`src/rtl/hlf_pkg.sv`:
```
package hlf_pkg;
  typedef enum logic [2:0] {
    TX_IDLE, TX_LEAD, TX_START, TX_DATA, TX_NEXT, TX_ENDM
  } tx_st_t;

  typedef enum logic [1:0] {
    RX_HUNT, RX_DATA, RX_GAP
  } rx_st_t;
endpackage

```
`src/rtl/hlf_tx.sv`:
```
module hlf_tx
  import hlf_pkg::*;
#(
  parameter int W = 8
) (
  input  logic         clk,
  input  logic         rst_n,
  input  logic         allow,
  input  logic         byte_valid,
  input  logic [W-1:0] byte_data,
  input  logic         byte_last,
  input  logic         byte_reply,
  output logic         byte_ready,
  output logic         bit_valid,
  output logic         bit_val,
  input  logic         bit_ready,
  output logic         busy,
  output logic         done,
  output logic         done_reply
);
  localparam int CW = (W > 1) ? $clog2(W) : 1;

  tx_st_t       st;
  logic [W-1:0] sh;
  logic [CW-1:0] cnt;
  logic         last_q, reply_q;

  always_comb begin
    byte_ready = (st == TX_IDLE && allow) || st == TX_NEXT;
    bit_valid  = st == TX_LEAD || st == TX_START || st == TX_DATA || st == TX_ENDM;
    if (st == TX_START)     bit_val = 1'b0;
    else if (st == TX_DATA) bit_val = sh[W-1];
    else                    bit_val = 1'b1;
    busy       = st != TX_IDLE;
    done       = st == TX_ENDM && bit_ready;
    done_reply = reply_q;
  end

  always_ff @(posedge clk or negedge rst_n) begin
    if (!rst_n) begin
      st      <= TX_IDLE;
      sh      <= '0;
      cnt     <= '0;
      last_q  <= 1'b0;
      reply_q <= 1'b0;
    end else begin
      unique case (st)
        TX_IDLE: if (byte_valid && allow) begin
          sh <= byte_data; last_q <= byte_last; reply_q <= byte_reply;
          st <= TX_LEAD;
        end
        TX_NEXT: if (byte_valid) begin
          sh <= byte_data; last_q <= byte_last; reply_q <= byte_reply;
          st <= TX_START;
        end
        TX_LEAD:  if (bit_ready) st <= TX_START;
        TX_START: if (bit_ready) begin
          st  <= TX_DATA;
          cnt <= CW'(W - 1);
        end
        TX_DATA: if (bit_ready) begin
          sh <= sh << 1;
          if (cnt == '0) st <= last_q ? TX_ENDM : TX_NEXT;
          else           cnt <= cnt - 1'b1;
        end
        TX_ENDM: if (bit_ready) st <= TX_IDLE;
        default: st <= TX_IDLE;
      endcase
    end
  end
endmodule

```
`src/rtl/hlf_rx.sv`:
```
module hlf_rx
  import hlf_pkg::*;
#(
  parameter int W = 8
) (
  input  logic         clk,
  input  logic         rst_n,
  input  logic         en,
  input  logic         bit_valid,
  input  logic         bit_val,
  output logic         byte_valid,
  output logic [W-1:0] byte_data,
  output logic         msg_end,
  output logic         busy
);
  localparam int CW = (W > 1) ? $clog2(W) : 1;

  rx_st_t        st;
  logic [W-1:0]  sh;
  logic [CW-1:0] cnt;
  logic          take;

  assign take = en && bit_valid;
  assign busy = st != RX_HUNT;

  always_ff @(posedge clk or negedge rst_n) begin
    if (!rst_n) begin
      st         <= RX_HUNT;
      sh         <= '0;
      cnt        <= '0;
      byte_valid <= 1'b0;
      byte_data  <= '0;
      msg_end    <= 1'b0;
    end else begin
      byte_valid <= 1'b0;
      msg_end    <= 1'b0;
      if (take) begin
        unique case (st)
          RX_HUNT: if (!bit_val) begin
            st  <= RX_DATA;
            cnt <= '0;
          end
          RX_DATA: begin
            sh <= {sh[W-2:0], bit_val};
            if (cnt == CW'(W - 1)) begin
              byte_valid <= 1'b1;
              byte_data  <= {sh[W-2:0], bit_val};
              st         <= RX_GAP;
            end else begin
              cnt <= cnt + 1'b1;
            end
          end
          RX_GAP: begin
            if (bit_val) begin
              msg_end <= 1'b1;
              st      <= RX_HUNT;
            end else begin
              st  <= RX_DATA;
              cnt <= '0;
            end
          end
          default: st <= RX_HUNT;
        endcase
      end
    end
  end
endmodule

```
`src/rtl/handshake_msg_framer.sv`:
```
module handshake_msg_framer #(
  parameter int W = 8
) (
  input  logic         clk,
  input  logic         rst_n,
  input  logic         tx_valid,
  output logic         tx_ready,
  input  logic [W-1:0] tx_data,
  input  logic         tx_last,
  input  logic         tx_reply,
  output logic         tx_bit_valid,
  input  logic         tx_bit_ready,
  output logic         tx_bit,
  input  logic         rx_bit_valid,
  input  logic         rx_bit,
  output logic         rx_byte_valid,
  output logic [W-1:0] rx_byte,
  output logic         rx_msg_end,
  output logic         dir_tx
);
  logic tx_busy, tx_done, tx_done_reply;
  logic rx_busy;
  logic reply_wait;
  logic allow;

  assign allow  = !reply_wait && !rx_busy;
  assign dir_tx = tx_busy;

  hlf_tx #(.W(W)) u_tx (
    .clk(clk), .rst_n(rst_n), .allow(allow),
    .byte_valid(tx_valid), .byte_data(tx_data), .byte_last(tx_last),
    .byte_reply(tx_reply), .byte_ready(tx_ready),
    .bit_valid(tx_bit_valid), .bit_val(tx_bit), .bit_ready(tx_bit_ready),
    .busy(tx_busy), .done(tx_done), .done_reply(tx_done_reply)
  );

  hlf_rx #(.W(W)) u_rx (
    .clk(clk), .rst_n(rst_n), .en(!tx_busy),
    .bit_valid(rx_bit_valid), .bit_val(rx_bit),
    .byte_valid(rx_byte_valid), .byte_data(rx_byte),
    .msg_end(rx_msg_end), .busy(rx_busy)
  );

  always_ff @(posedge clk or negedge rst_n) begin
    if (!rst_n)                       reply_wait <= 1'b0;
    else if (tx_done && tx_done_reply) reply_wait <= 1'b1;
    else if (rx_msg_end)              reply_wait <= 1'b0;
  end
endmodule

```
`config.mk`:
```
export PLATFORM = sky130hd
export DESIGN_NAME = handshake_msg_framer
export DESIGN_NICKNAME = d
export VERILOG_FILES = /design/src/rtl/hlf_pkg.sv /design/src/rtl/hlf_tx.sv /design/src/rtl/hlf_rx.sv /design/src/rtl/handshake_msg_framer.sv
export SDC_FILE = /design/constraint.sdc
export NUM_CORES = 1
export LEC_CHECK = 0
export ABC_AREA = 1
export BUFFER_PORTS_ARGS = -buffer_cell sky130_fd_sc_hd__buf_2
export CELL_PAD_IN_SITES_DETAIL_PLACEMENT = 0
export CELL_PAD_IN_SITES_GLOBAL_PLACEMENT = 1
export CORE_MARGIN = 2
export CORE_UTILIZATION = 45
export DETAILED_ROUTE_END_ITERATION = 8
export GPL_TIMING_DRIVEN = 0
export PLACE_DENSITY = 0.9
export SLEW_MARGIN = 20
export SYNTH_ARGS = -nofsm -noshare
export SYNTH_HDL_FRONTEND = slang
export SYNTH_HIERARCHICAL = 1
export SYNTH_SLANG_ARGS = --single-unit
```
`constraint.sdc`:
```
create_clock -name clk -period 4.81 [get_ports clk]
set_input_delay 0.962 -clock clk [delete_from_list [all_inputs] [get_ports clk]]
set_output_delay 0.962 -clock clk [all_outputs]
set_load 0.02 [all_outputs]
```
After elaboration in Yosys (flattened, before gate mapping)
Index checks and enable logic that the tools add are counted.
{"block": "op_classes", "n_addsub": 2, "n_eq_ne": 20, "muxes": 40, "reduce_logical": 32}
{"cell": "$mux 3", "n": 12}
{"cell": "$mux 8", "n": 3}
{"cell": "$pmux 8 s3", "n": 1}
{"cell": "$ne 2x2->1 const B", "n": 11}
{"cell": "$pmux 3 s6", "n": 1}
{"cell": "$mux 1", "n": 16}
{"cell": "$pmux 3 s2", "n": 2}
{"cell": "$reduce_and 4->1", "n": 3}
{"cell": "$reduce_bool 2->1", "n": 5}
{"cell": "$eq 3x3->1 const B", "n": 3}
{"cell": "$reduce_and 3->1", "n": 3}
{"cell": "$reduce_and 7->1", "n": 1}
{"cell": "$eq 3x2->1 const B", "n": 2}
{"cell": "$logic_and 1x1->1", "n": 6}
{"cell": "$logic_not 3->1", "n": 2}
{"cell": "$pmux 2 s3", "n": 1}
{"cell": "$reduce_bool 3->1", "n": 2}
{"cell": "$logic_or 1x1->1", "n": 4}
{"cell": "$mux 2", "n": 2}
{"cell": "$pmux 1 s2", "n": 2}
{"cell": "$add 3x1->3 const B", "n": 1}
{"cell": "$eq 3x1->1 const B", "n": 1}
{"cell": "$logic_not 1->1", "n": 3}
{"cell": "$sub 3x1->3 const B", "n": 1}
{"cell": "other kinds (6)", "n": 6}
{"block": "word_totals", "register_bits": 39, "in_bits": 16, "out_inout_bits": 14, "elab_cells": 106}

Depth between registers and ports, before layout
{"block": "logic_depth", "ltp_word": 6, "depth_mapped": 12, "mapped_depth_nobuf": 11}

Cells and area by module
Netlist, hierarchy kept.
{"mod": "hlf_tx", "n_inst": 1, "cells_per_inst": 130, "area_each_um2": 1021.0, "seq_area_each_um2": 400.4}
{"mod": "hlf_rx", "n_inst": 1, "cells_per_inst": 98, "area_each_um2": 950.9, "seq_area_each_um2": 550.5}
{"mod": "handshake_msg_framer", "n_inst": 1, "cells_per_inst": 7, "area_each_um2": 47.5, "seq_area_each_um2": 25.0}

Least setup slack after synthesis
No wires, ideal clock.
{"block": "synth_timing", "path_kind": "reg2out", "startpoint": "register u_rx.st[0]", "endpoint": "output tx_ready", "arrival_ns": 1.149, "required_time_ns": 3.848, "path_slack_ns": 2.699, "path_stages_with_launch": 6, "path_buffers": 0, "cell_sequence": "dfrtp_1 inv_2 nand2_1 nor2_1 inv_1 a21oi_1"}
{"block": "synth_between", "elab_chain_len": 5}
{"item": "start, declared", "line": "hlf_rx.sv:18", "source": "rx_st_t st;"}
{"item": "start signal, assigned", "line": "hlf_rx.sv:28", "source": "st <= RX_HUNT;"}
{"item": "start signal, assigned", "line": "hlf_rx.sv:40", "source": "st <= RX_DATA;"}
{"item": "start signal, assigned", "line": "hlf_rx.sv:48", "source": "st <= RX_GAP;"}
{"item": "$reduce_bool 2->1", "line": "hlf_rx.sv:24", "source": "assign busy = st != RX_HUNT;"}
{"item": "net rx_busy", "line": "handshake_msg_framer.sv:22", "source": "logic rx_busy;"}
{"item": "$logic_not 1->1", "line": "handshake_msg_framer.sv:26", "source": "assign allow = !reply_wait && !rx_busy;"}
{"item": "$logic_and 1x1->1", "line": "handshake_msg_framer.sv:26"}
{"item": "net allow", "line": "handshake_msg_framer.sv:24", "source": "logic allow;"}
{"item": "$logic_and 1x1->1", "line": "hlf_tx.sv:29", "source": "byte_ready = (st == TX_IDLE && allow) || st == TX_NEXT;"}
{"item": "$logic_or 1x1->1", "line": "hlf_tx.sv:29"}
{"item": "end, declared", "line": "handshake_msg_framer.sv:7", "source": "output logic tx_ready,"}
The timed path passes the listed nets, and every way through them passes these cells.

Final worst setup path
Ends and elaborated chain as after synthesis.

==> results.py <==
metrics = {
    "outcome": {
        "status": "finished, final reports clean",
    },
    "logic_synthesis": {
        "synth.net_count": 255,
        "synth_top_family_by_area": "simple AND/OR/NAND/NOR gates",
        "synth_top_area_cell": "dfrtp_1",
        "synthAdderAreaFrac_pct": 2.478,
        "syn_area_sq_um": 2019,
        "ys_types": 28,
        "yosys_warnings": 6,
        "synth-compound-area-share_pct": 13.38,
        "synth_edf_count": 0,
        "avgSynthCellArea_sq_um": 8.593,
        "synthMuxAreaShare_pct": 1.115,
        "synthSimpleGateAreaFrac_pct": 24.78,
        "seq_area_frac_synth_pct": 48.33,
        "async_flop_share_pct": 100.0,
        "syn_inst": 235,
        "synth.area.top_cells": "dfrtp_1 (48%), nand2_1 (12%), o21ai_2 (6.5%)",
        "yosysTopAreaCellShare_pct": 48.33,
        "yosys.area_share.xor_xnor_pct": 0,
        "ys_ff_latch": 39,
        "synth_ff_type": "dfrtp_1",
    },
    "min_path": {
        "hp-class": "flip-flop to flip-flop",
        "worstHoldStart": "u_rx/byte_data[1]",
        "min_path_cells": 2,
        "holdPathEnd": "u_rx/byte_data[1]",
    },
    "clock_tree": {
        "htree_levels": 2,
        "cts_resized": 0,
        "cts_tree": "built",
        "clk_pin_slew_ns": 0.07,
        "cts_setup_buffers": 0,
        "worstSkewPairLatency_ns": 0.29,
        "cts_buffers": 5,
        "numClockSinks": 39,
        "holdBufCountCts": 0,
        "cts_buffer_depth": 2,
        "cts-root-buf": "clkbuf_8",
    },
    "global_routing": {
        "grt_pass1_wl_um": 6617,
        "antenna_found_initial": 0,
        "grt_pass1_vias": 1462,
        "gr-usage-all-layers_pct": 16.72,
        "grt_max_degree": 40,
        "overflow": 0,
    },
    "cells_and_area": {
        "drive_gt1_share_pct": 28.78,
        "final_common_cell": "nand2_1",
        "syn2layout_area_growth_pct": 14.75,
        "final_cell_mix": "nand2_1 (64), dfrtp_1 (39), inv_1 (30), buf_2 (30), nand3_1 (17)",
        "nets": 291,
        "final_cell_area_sq_um": 2317,
        "fill_cells": 427,
        "finalNonFillerCells": 323,
        "diodes": 0,
    },
    "die": {
        "boundaryPins": 30,
        "rows": 24,
        "die_area_sq_um": 5040,
        "fp.coreArea_sq_um": 4324,
        "die_w_um": 70.99,
        "die_h_um": 70.99,
        "start_util_pct": 46.70,
    },
    "place": {
        "dp_hpwl_um": 2692,
        "port_buffers": 29,
        "dp_slack_ns": 2.657,
        "place_inst": 316,
        "place_area_sq_um": 2230,
        "gp_congestion": 0.7694,
    },
    "detailed_routing": {
        "drtIter0Drc": 113,
        "first_pass_iters": 4,
        "wirelength_um": 3655,
        "vias": 1535,
        "wl_per_cell_um": 11.32,
        "ant_nets": 0,
        "viasPerCell": 4.752,
        "drc": 0,
    },
    "power": {
        "leakage_nw": 1.252,
        "powerDensity_nw_per_um2": 570.1,
        "peakVddDrop_mv": 0.2793,
    },
    "setup_path": {
        "critPathCaptureType": "output pin",
        "cp_max_fo": 6,
        "critical_path_class": "flip-flop to output pin",
        "cp-start-kind": "flip-flop",
        "cp_data_arrival_time_ns": 1.49,
        "cp.required_ns": 3.85,
        "reg2regPathDepth": 9,
        "r2r_setup_slack_ns": 2.98,
        "r2r-end": "u_rx/byte_data[5]",
        "reg2reg_from": "u_tx/st[0]",
        "critPathLaunch": "u_rx/st[0]",
    },
    "timing": {
        "fin_crit_ns": 2.454,
        "timing.fmax_ghz": 0.4074,
        "timing.final.hold_violations": 0,
        "drv_slew": 0,
        "period_share_pct": 51.03,
        "tightest_slew_ns": 0.8613,
        "rsz0062_at_grt": "no",
        "max_slew_margin_pct": 42.58,
        "tns_ns": 0,
        "finClkSkew_ns": 0.005958,
        "worst_slack_ns": 2.356,
        "setup_viol": 0,
    },
    "run": {
        "cap_violations": 0,
    },
}
## cell usage after synthesis, drive strengths merged (2+ instances only)
master,instances
nor2,16
ha,4
dfrtp,39
o21ai,33
a21oi,6
mux2,2
nand2,69
inv,37
buf,5
nand3,19
## report_power, final
group | internal [mW] | switching (mW) | leakage [nW]
combinational | 0.226 | 0.379 | 0.705
sequential | 0.430 | 0.0643 | 0.500
clock | 0.112 | 0.109 | 0.0470
total | 0.769 | 0.552 | 1.25
## kinds of logic (layout without fill, tap and decap cells)
| family | count (synthesis) | after routing |
|---|---|---|
| simple gates | 108 | 108 |
| buf+inv | 42 | 78 |
| compound gates | 40 | 40 |
| flops | 39 | 39 |
| fa+ha+maj | 4 | 4 |
| mux | 2 | 2 |
## per-layer routing
metal	vias up	part of all wire, %	global-route usage (%)
met2	24	45	25.34
met4	0	1.6	5.031
met5	-	0	0
li1	820	-	-
met1	686	50	23.65
met3	5	3.9	4.416
## metrics by stage
stage	power [mW]	hold WS, ns	utilization, %
3_5_place_dp	1.113	0.4634	51.56
5_1_grt	1.441	0.5033	53.59
2_1_floorplan	0.9813	0.4401	-
4_1_cts	1.341	0.4813	53.59
6_report	1.321	0.4766	53.59
3_3_place_gp	1.099	0.4572	51.56
## critical path, stage by stage (launching register included)
cell     delay, ns
dfrtp_1       0.45
inv_2         0.16
nand2_1       0.07
nor2_1        0.13
inv_1         0.08
a21oi_1       0.14
buf_2         0.18
## flip-flops by register name (all words and copies together) (netlist names), 2 cells and up
signal / count
u_rx/byte_data: 8
u_tx/sh: 8
u_rx/sh: 7
u_rx/cnt: 3
u_tx/cnt: 3
u_tx/st: 3
u_rx/st: 2
## area by class of cell
type | count | area, sq um | share of cell area (%)
plain buffers | 5 | 58.81 | 2.538
clock inverters | 1 | 5.005 | 0.2160
clock buffers | 6 | 82.58 | 3.564
well taps | 52 | 65.06 | 2.808
inverters | 37 | 141.4 | 6.102
repair buffers | 29 | 145.1 | 6.263
multi-input cells | 154 | 843.3 | 36.39
flip-flops and latches | 39 | 975.9 | 42.12
## worst max path at each step
stage,end,slack (ns),cells past startpoint
2_1_floorplan,tx_ready,2.70,5
3_3_place_gp,tx_ready,2.65,6
3_5_place_dp,tx_ready,2.66,6
4_1_cts,tx_ready,2.33,6
5_1_grt,tx_ready,2.22,6
6_report,tx_ready,2.36,6
Note: power is estimated with default switching activity, not from simulation.
